**config.mk**
```make
export PLATFORM = sky130hd
export DESIGN_NAME = mts_sched
export DESIGN_NICKNAME = d
export VERILOG_FILES = /design/src/rtl/mts_pkg.sv /design/src/rtl/mts_bitalloc.sv /design/src/rtl/mts_actq.sv /design/src/rtl/mts_sched.sv
export SDC_FILE = /design/constraint.sdc
export NUM_CORES = 1
export LEC_CHECK = 0
export BUFFER_PORTS_ARGS = -buffer_cell sky130_fd_sc_hd__buf_4
export CAP_MARGIN = 20
export CORE_UTILIZATION = 45
export DETAILED_ROUTE_END_ITERATION = 10
export PLACE_DENSITY = 0.65
export SLEW_MARGIN = 20
export SYNTH_ARGS = -nofsm -noshare
export SYNTH_HDL_FRONTEND = slang
export SYNTH_SLANG_ARGS = --single-unit
```
**constraint.sdc**
```tcl
create_clock -name clk -period 3 [get_ports clk]
set_clock_uncertainty 0.15 [all_clocks]
set_input_delay 0 -clock clk [delete_from_list [all_inputs] [get_ports clk]]
set_output_delay 0 -clock clk [all_outputs]
set_load 0.05 [all_outputs]
```
**src/rtl/mts_pkg.sv**
```systemverilog
package mts_pkg;
    localparam int CTX_REGS  = 32;
    localparam int CTX_SHIFT = $clog2(CTX_REGS);
endpackage

```
**src/rtl/mts_bitalloc.sv**
```systemverilog
module mts_bitalloc #(
    parameter int N = 8,
    localparam int W = (N > 1) ? $clog2(N) : 1
) (
    input  logic         clk,
    input  logic         rst_n,
    input  logic         take,
    input  logic         rel_valid,
    input  logic [W-1:0] rel_idx,
    output logic         any_free,
    output logic [W-1:0] free_idx
);
    typedef struct packed {
        logic [N-1:0] free;
    } st_t;

    st_t st_d, st_q;

    always_comb begin
        any_free = |st_q.free;
        free_idx = '0;
        for (int i = N - 1; i >= 0; i--) begin
            if (st_q.free[i]) free_idx = W'(i);
        end
        st_d = st_q;
        if (take && any_free) st_d.free[free_idx] = 1'b0;
        if (rel_valid) st_d.free[rel_idx] = 1'b1;
    end

    always_ff @(posedge clk) begin
        if (!rst_n) st_q <= '{free: '1};
        else        st_q <= st_d;
    end
endmodule

```
**src/rtl/mts_actq.sv**
```systemverilog
module mts_actq #(
    parameter int N = 8,
    localparam int W = (N > 1) ? $clog2(N) : 1
) (
    input  logic         clk,
    input  logic         rst_n,
    input  logic         push0_valid,
    input  logic [W-1:0] push0_slot,
    input  logic         push1_valid,
    input  logic [W-1:0] push1_slot,
    input  logic         pop,
    output logic         q_avail,
    output logic [W-1:0] q_slot
);
    typedef struct packed {
        logic [N-1:0][W-1:0] mem;
        logic [W-1:0]        rd;
        logic [W-1:0]        wr;
        logic [W:0]          cnt;
    } st_t;

    st_t st_d, st_q;

    function automatic logic [W-1:0] nxt(input logic [W-1:0] p);
        return (p == W'(N - 1)) ? '0 : p + 1'b1;
    endfunction

    logic         empty, take, bypass, w0, w1;
    logic [W-1:0] wp;

    always_comb begin
        empty   = (st_q.cnt == '0);
        q_avail = !empty || push0_valid || push1_valid;
        take    = pop && q_avail;
        bypass  = take && empty;
        q_slot  = !empty ? st_q.mem[st_q.rd]
                         : (push0_valid ? push0_slot : push1_slot);
        w0 = push0_valid && !bypass;
        w1 = push1_valid && !(bypass && !push0_valid);

        st_d = st_q;
        wp   = st_q.wr;
        if (w0) begin
            st_d.mem[wp] = push0_slot;
            wp = nxt(wp);
        end
        if (w1) begin
            st_d.mem[wp] = push1_slot;
            wp = nxt(wp);
        end
        st_d.wr = wp;
        if (take && !empty) st_d.rd = nxt(st_q.rd);
        st_d.cnt = st_q.cnt + (W+1)'(w0) + (W+1)'(w1) - (W+1)'(take && !empty);
    end

    always_ff @(posedge clk) begin
        if (!rst_n) st_q <= '0;
        else        st_q <= st_d;
    end
endmodule

```
**src/rtl/mts_sched.sv**
```systemverilog
module mts_sched
    import mts_pkg::*;
#(
    parameter int NUM_SLOTS  = 8,
    parameter int NUM_BLOCKS = 6,
    parameter int PC_W       = 16,
    parameter int IDX_W      = 16,
    parameter int LINE_OFF_W = 4,
    localparam int SLOT_W = (NUM_SLOTS > 1) ? $clog2(NUM_SLOTS) : 1,
    localparam int BLK_W  = (NUM_BLOCKS > 1) ? $clog2(NUM_BLOCKS) : 1,
    localparam int RA_W   = BLK_W + CTX_SHIFT
) (
    input  logic              clk,
    input  logic              rst_n,
    input  logic              create_valid,
    input  logic [PC_W-1:0]   create_pc,
    input  logic [IDX_W-1:0]  create_index,
    input  logic [RA_W-1:0]   create_dep_base,
    input  logic [SLOT_W-1:0] create_dep_slot,
    output logic              create_ready,
    output logic              init_valid,
    output logic [RA_W-1:0]   init_base,
    output logic [IDX_W-1:0]  init_index,
    output logic              pf_valid,
    output logic [SLOT_W-1:0] pf_slot,
    output logic [PC_W-1:0]   pf_pc,
    input  logic              pf_done_valid,
    input  logic [SLOT_W-1:0] pf_done_slot,
    input  logic              resched_valid,
    input  logic [SLOT_W-1:0] resched_slot,
    input  logic              switch_req,
    output logic              issue_valid,
    output logic [SLOT_W-1:0] issue_slot,
    output logic [PC_W-1:0]   issue_pc,
    output logic [RA_W-1:0]   issue_base,
    output logic [RA_W-1:0]   issue_dep_base,
    output logic [SLOT_W-1:0] issue_dep_slot,
    input  logic              kill_valid,
    input  logic [SLOT_W-1:0] kill_slot,
    input  logic              step_valid,
    input  logic [SLOT_W-1:0] step_slot,
    input  logic [PC_W-1:0]   step_pc,
    output logic              force_switch
);
    typedef struct packed {
        logic [NUM_SLOTS-1:0][PC_W-1:0]   pc;
        logic [NUM_SLOTS-1:0][BLK_W-1:0]  blk;
        logic [NUM_SLOTS-1:0][RA_W-1:0]   dep_base;
        logic [NUM_SLOTS-1:0][SLOT_W-1:0] dep_slot;
        logic              init_valid;
        logic [RA_W-1:0]   init_base;
        logic [IDX_W-1:0]  init_index;
        logic              pf_valid;
        logic [SLOT_W-1:0] pf_slot;
        logic [PC_W-1:0]   pf_pc;
        logic              issue_valid;
        logic [SLOT_W-1:0] issue_slot;
        logic [PC_W-1:0]   issue_pc;
        logic [RA_W-1:0]   issue_base;
        logic [RA_W-1:0]   issue_dep_base;
        logic [SLOT_W-1:0] issue_dep_slot;
    } st_t;

    st_t st_d, st_q;

    logic              slot_any, blk_any, create_fire, q_avail;
    logic [SLOT_W-1:0] slot_idx, q_slot;
    logic [BLK_W-1:0]  blk_idx;

    assign create_ready = slot_any && blk_any;
    assign create_fire  = create_valid && create_ready;

    mts_bitalloc #(.N(NUM_SLOTS)) u_slots (
        .clk      (clk),
        .rst_n    (rst_n),
        .take     (create_fire),
        .rel_valid(kill_valid),
        .rel_idx  (kill_slot),
        .any_free (slot_any),
        .free_idx (slot_idx)
    );

    mts_bitalloc #(.N(NUM_BLOCKS)) u_blocks (
        .clk      (clk),
        .rst_n    (rst_n),
        .take     (create_fire),
        .rel_valid(kill_valid),
        .rel_idx  (st_q.blk[kill_slot]),
        .any_free (blk_any),
        .free_idx (blk_idx)
    );

    mts_actq #(.N(NUM_SLOTS)) u_ready (
        .clk        (clk),
        .rst_n      (rst_n),
        .push0_valid(pf_done_valid),
        .push0_slot (pf_done_slot),
        .push1_valid(resched_valid),
        .push1_slot (resched_slot),
        .pop        (switch_req),
        .q_avail    (q_avail),
        .q_slot     (q_slot)
    );

    always_comb begin
        st_d = st_q;
        st_d.init_valid  = 1'b0;
        st_d.pf_valid    = 1'b0;
        st_d.issue_valid = 1'b0;

        force_switch = step_valid &&
            (step_pc[PC_W-1:LINE_OFF_W] != st_q.pc[step_slot][PC_W-1:LINE_OFF_W]);

        if (step_valid) st_d.pc[step_slot] = step_pc;

        if (create_fire) begin
            st_d.pc[slot_idx]       = create_pc;
            st_d.blk[slot_idx]      = blk_idx;
            st_d.dep_base[slot_idx] = create_dep_base;
            st_d.dep_slot[slot_idx] = create_dep_slot;
            st_d.init_valid         = 1'b1;
            st_d.init_base          = {blk_idx, {CTX_SHIFT{1'b0}}};
            st_d.init_index         = create_index;
            st_d.pf_valid           = 1'b1;
            st_d.pf_slot            = slot_idx;
            st_d.pf_pc              = create_pc;
        end

        if (switch_req && q_avail) begin
            st_d.issue_valid    = 1'b1;
            st_d.issue_slot     = q_slot;
            st_d.issue_pc       = (step_valid && step_slot == q_slot) ? step_pc
                                                                      : st_q.pc[q_slot];
            st_d.issue_base     = {st_q.blk[q_slot], {CTX_SHIFT{1'b0}}};
            st_d.issue_dep_base = st_q.dep_base[q_slot];
            st_d.issue_dep_slot = st_q.dep_slot[q_slot];
        end
    end

    always_ff @(posedge clk) begin
        if (!rst_n) st_q <= '0;
        else        st_q <= st_d;
    end

    assign init_valid     = st_q.init_valid;
    assign init_base      = st_q.init_base;
    assign init_index     = st_q.init_index;
    assign pf_valid       = st_q.pf_valid;
    assign pf_slot        = st_q.pf_slot;
    assign pf_pc          = st_q.pf_pc;
    assign issue_valid    = st_q.issue_valid;
    assign issue_slot     = st_q.issue_slot;
    assign issue_pc       = st_q.issue_pc;
    assign issue_base     = st_q.issue_base;
    assign issue_dep_base = st_q.issue_dep_base;
    assign issue_dep_slot = st_q.issue_dep_slot;
endmodule

```
==> qor_table.md <==
| Item | This run |
|:---|:---|
| Run status | finished clean |
| Count of boundary I/O pins | 165 |
| Die X-Extent | 212 µm |
| YS warnings | 0 |
| Crit start category | register |
| Largest driver fanout on the critical path | 67 |
| Worst min-delay path class | input pin to register |
| Average wire length per cell after detail routing | 20.5 µm |
| First drt pass iteration count | 5 |
| Filler cell count | 3861 |
| Aggregate global-route resource usage | 26.3% |
| Area contributors post-synth | sky130_fd_sc_hd__dfxtp_1 (36%), sky130_fd_sc_hd__mux2i_1 (13%), sky130_fd_sc_hd__nand2_1 (10%) |
| Grt ovf | 0 |
| Period utilisation layout | 96.7% |
| Clock-pin slew on the worst setup and hold paths | 0.06 ns |
| Worst hold slack across all endpoints | 0.0832 ns |
| Netlist area before placement | 19900 µm² |
| VDD IR-drop max | 0.990 mV |
| Critical Path Slowest Stage Cell | sky130_fd_sc_hd__mux4_2 |
| RSZ-0062 raised after global routing | no |
| Core footprint | 43300 µm² |
| Logic depth of the worst register-to-register path | 7 |
| Clock Tree Buf Depth | 3 |
| DIE AREA | 45000 µm² |
| CTS Buf Count | 42 |
| Data arrival time of the critical path | 3.23 ns |
| Clock insertion delay at the later pin of the skew report | 0.57 ns |
| Number of remaining DRC errors | 0 |
| Standard-cell rows | 76 |
| Worst slack, placed | 0.0395 ns |
| Number of unique standard cell types used by synthesis | 63 |
| Area Overhead vs Synth | 17.1% |
| Initial Utilization | 45.9% |
| Final count of pins violating max slew | 0 |
| Shortest clock period the worst path allows after layout | 2.90 ns |
| Maximum number of pins on one net before global-route repair | 177 |
| Final Total Pwr | 16.6 mW |
| Wire length after detailed routing | 59.4 mm |
| Number of synthesized flops with an enable pin | 0 |
| Most frequent cells in the layout | sky130_fd_sc_hd__nand2_1 (537), sky130_fd_sc_hd__dfxtp_1 (360), sky130_fd_sc_hd__mux2i_1 (255), sky130_fd_sc_hd__buf_4 (211), sky130_fd_sc_hd__o211a_1 (141) |
| Initial antenna violation count | 0 |
| Crit-path cells | mux4_2, or3_1, and3_4, buf_12, mux2i_1, mux4_2, o211ai_1 |
| H-tree level count | 2 |
| Total negative slack for setup checks | 0 ns |
| Required time at the worst-slack endpoint | 3.33 ns |
| Via count | 16600 |
| CP dominant cell by count | sky130_fd_sc_hd__mux4_2 |
| Final HPWL from detailed placement | 36.2 mm |
| Final Util | 53.7% |
| Portion of synthesized cell area occupied by the leading cell type | 36.4% |
| # Post-CTS Setup Buffers | 0 |
| Global-route wire length before repair | 91.8 mm |
| Instance count of the mapped netlist | 2236 |
| Number of endpoints with negative hold slack in the final report | 0 |
| Most common cell after layout, fill and taps aside | sky130_fd_sc_hd__nand2_1 |
| Sequential area share after synthesis | 36.4% |
| Post-layout worst setup margin | 0.100 ns |
| Final-stage net count | 2375 |
| Stage delay of the slowest cell on the critical path | 0.52 ns |
| Endpoint kind of the worst setup timing path | register |
| DRT iter0 DRCs | 1281 |
| RD Place Congestion | 0.836 |
| Top FF cell, synth | sky130_fd_sc_hd__dfxtp_1 |
| Vias in the first global route | 16200 |
| Max-cap viol count | 0 |
| Transition time at the pin with the least slew margin | 0.853 ns |
| Vias per Instance | 5.72 |
| Clock sink count | 361 |
| Max_slew headroom | 43.1% |
| Achievable Freq | 345 MHz |
| Layout cell share with drive strength beyond 1 | 17.2% |
| TritonCTS clock tree | built |
| Cell type with the largest total area after synthesis | sky130_fd_sc_hd__dfxtp_1 |
| Async set or reset register ratio after synthesis | 0% |
| Number of inserted diodes | 0 |
| Number of buffers added on ports | 154 |
| Count of state elements after synthesis | 361 |
| Worst hold stages | 5 |
| Power density over the cells | 713 nW/µm² |
| Die height | 212 µm |
| # setup viols final | 0 |
| Post-DRT Antenna Nets | 0 |
| Crit Path Class | register to register |
| Syn_area_per_cell | 8.88 µm² |
| Leakage power of the design | 10.9 nW |
| Library cell used as clock root buffer | sky130_fd_sc_hd__clkbuf_16 |
==> worst paths after layout <==
path / from / endpoint / slack [ns]
min reg2reg: register / register / 0.31
max: u_ready.st_q[7]$_SDFFE_PN0P_ / issue_pc[15]$_SDFFE_PN0N_ / 0.10
min: step_slot[1] / st_q[249]$_SDFF_PN0_ / 0.08
max reg2reg: u_ready.st_q[7]$_SDFFE_PN0P_ / issue_pc[15]$_SDFFE_PN0N_ / 0.10
==> what timing repair did <==
| item | CTS | global route |
|---|---|---|
| hold endpoints to repair | 316 | 0 |
| endpoints found under the setup margin | 0 | 44 |
| hold buffers | 77 | 0 |
| gates resized for setup | 0 | 3 |
==> cell usage after synthesis (9+ instances only) <==
| library cell | count |
|---|---|
| sky130_fd_sc_hd__nand2_1 | 538 |
| sky130_fd_sc_hd__dfxtp_1 | 361 |
| sky130_fd_sc_hd__mux2i_1 | 256 |
| sky130_fd_sc_hd__o211a_1 | 141 |
| sky130_fd_sc_hd__a21boi_0 | 130 |
| sky130_fd_sc_hd__nand3_1 | 124 |
| sky130_fd_sc_hd__clkbuf_1 | 116 |
| sky130_fd_sc_hd__buf_4 | 107 |
| sky130_fd_sc_hd__mux4_2 | 49 |
| sky130_fd_sc_hd__buf_1 | 47 |
| sky130_fd_sc_hd__buf_2 | 39 |
| sky130_fd_sc_hd__a21oi_1 | 36 |
| sky130_fd_sc_hd__nor2b_1 | 28 |
| sky130_fd_sc_hd__nand4_1 | 25 |
| sky130_fd_sc_hd__nor2_1 | 23 |
| sky130_fd_sc_hd__inv_1 | 18 |
| sky130_fd_sc_hd__o21ai_0 | 16 |
| sky130_fd_sc_hd__a32oi_1 | 15 |
| sky130_fd_sc_hd__xor2_1 | 15 |
| sky130_fd_sc_hd__o211ai_1 | 14 |
| sky130_fd_sc_hd__nand2b_1 | 13 |
| sky130_fd_sc_hd__ha_1 | 10 |
| sky130_fd_sc_hd__o211ai_2 | 10 |
| sky130_fd_sc_hd__a21boi_1 | 9 |
| sky130_fd_sc_hd__mux2_2 | 9 |
| sky130_fd_sc_hd__nor3_1 | 9 |
==> worst max-delay path: cells and delay by family (launching register included) <==
| family | cells | cell delay [ns] |
|---|---|---|
| compound gates | 1 | 0.19 |
| buf+inv | 1 | 0.25 |
| flops | 1 | 0.38 |
| mux | 3 | 1.19 |
| simple gates | 2 | 0.61 |
==> stage by stage <==
| stage | instance area (µm²) | cells |
|---|---|---|
| after CTS | 23200 | 2898 |
| after floorplan | 19900 | 2245 |
| final | 23300 | 2898 |
| after global placement | 21100 | 2748 |
| after global routing | 23300 | 2898 |
| after detailed placement | 21100 | 2748 |
==> routing by layer <==
layer	GRT usage (%)	part of all wire, %
met1	32.4	41
met4	11.2	3.6
met2	45.4	49
met5	0	0
met3	4.21	6.8
==> cell families (layout without fill, tap and decap cells) <==
kind of cell	count (synthesis)	in the layout	synth area share [%]
mux	314	314	19.0
fa+ha+maj	12	12	0.832
compound gates	399	399	16.7
buf+inv	331	399	8.69
xor+xnor	17	17	0.788
other cells	1	10	0.0189
simple gates	801	801	17.6
flops	361	361	36.4
==> where the power goes <==
part	total (mW)	internal (mW)	switching, mW
registers	5.41	5.14	0.267
clock network	5.26	3.18	2.07
logic	5.91	2.19	3.72
==> layout make-up <==
type,count,area [µm²],area share (%)
clock buffer,64,1320,5.67
clock inverter,9,101,0.436
inverter,18,67.6,0.291
multi-input combinational,1553,11100,47.6
sequential,361,7230,31.1
tap,585,732,3.15
timing repair buffer,308,2740,11.8
(Power assumes the default switching activity.)
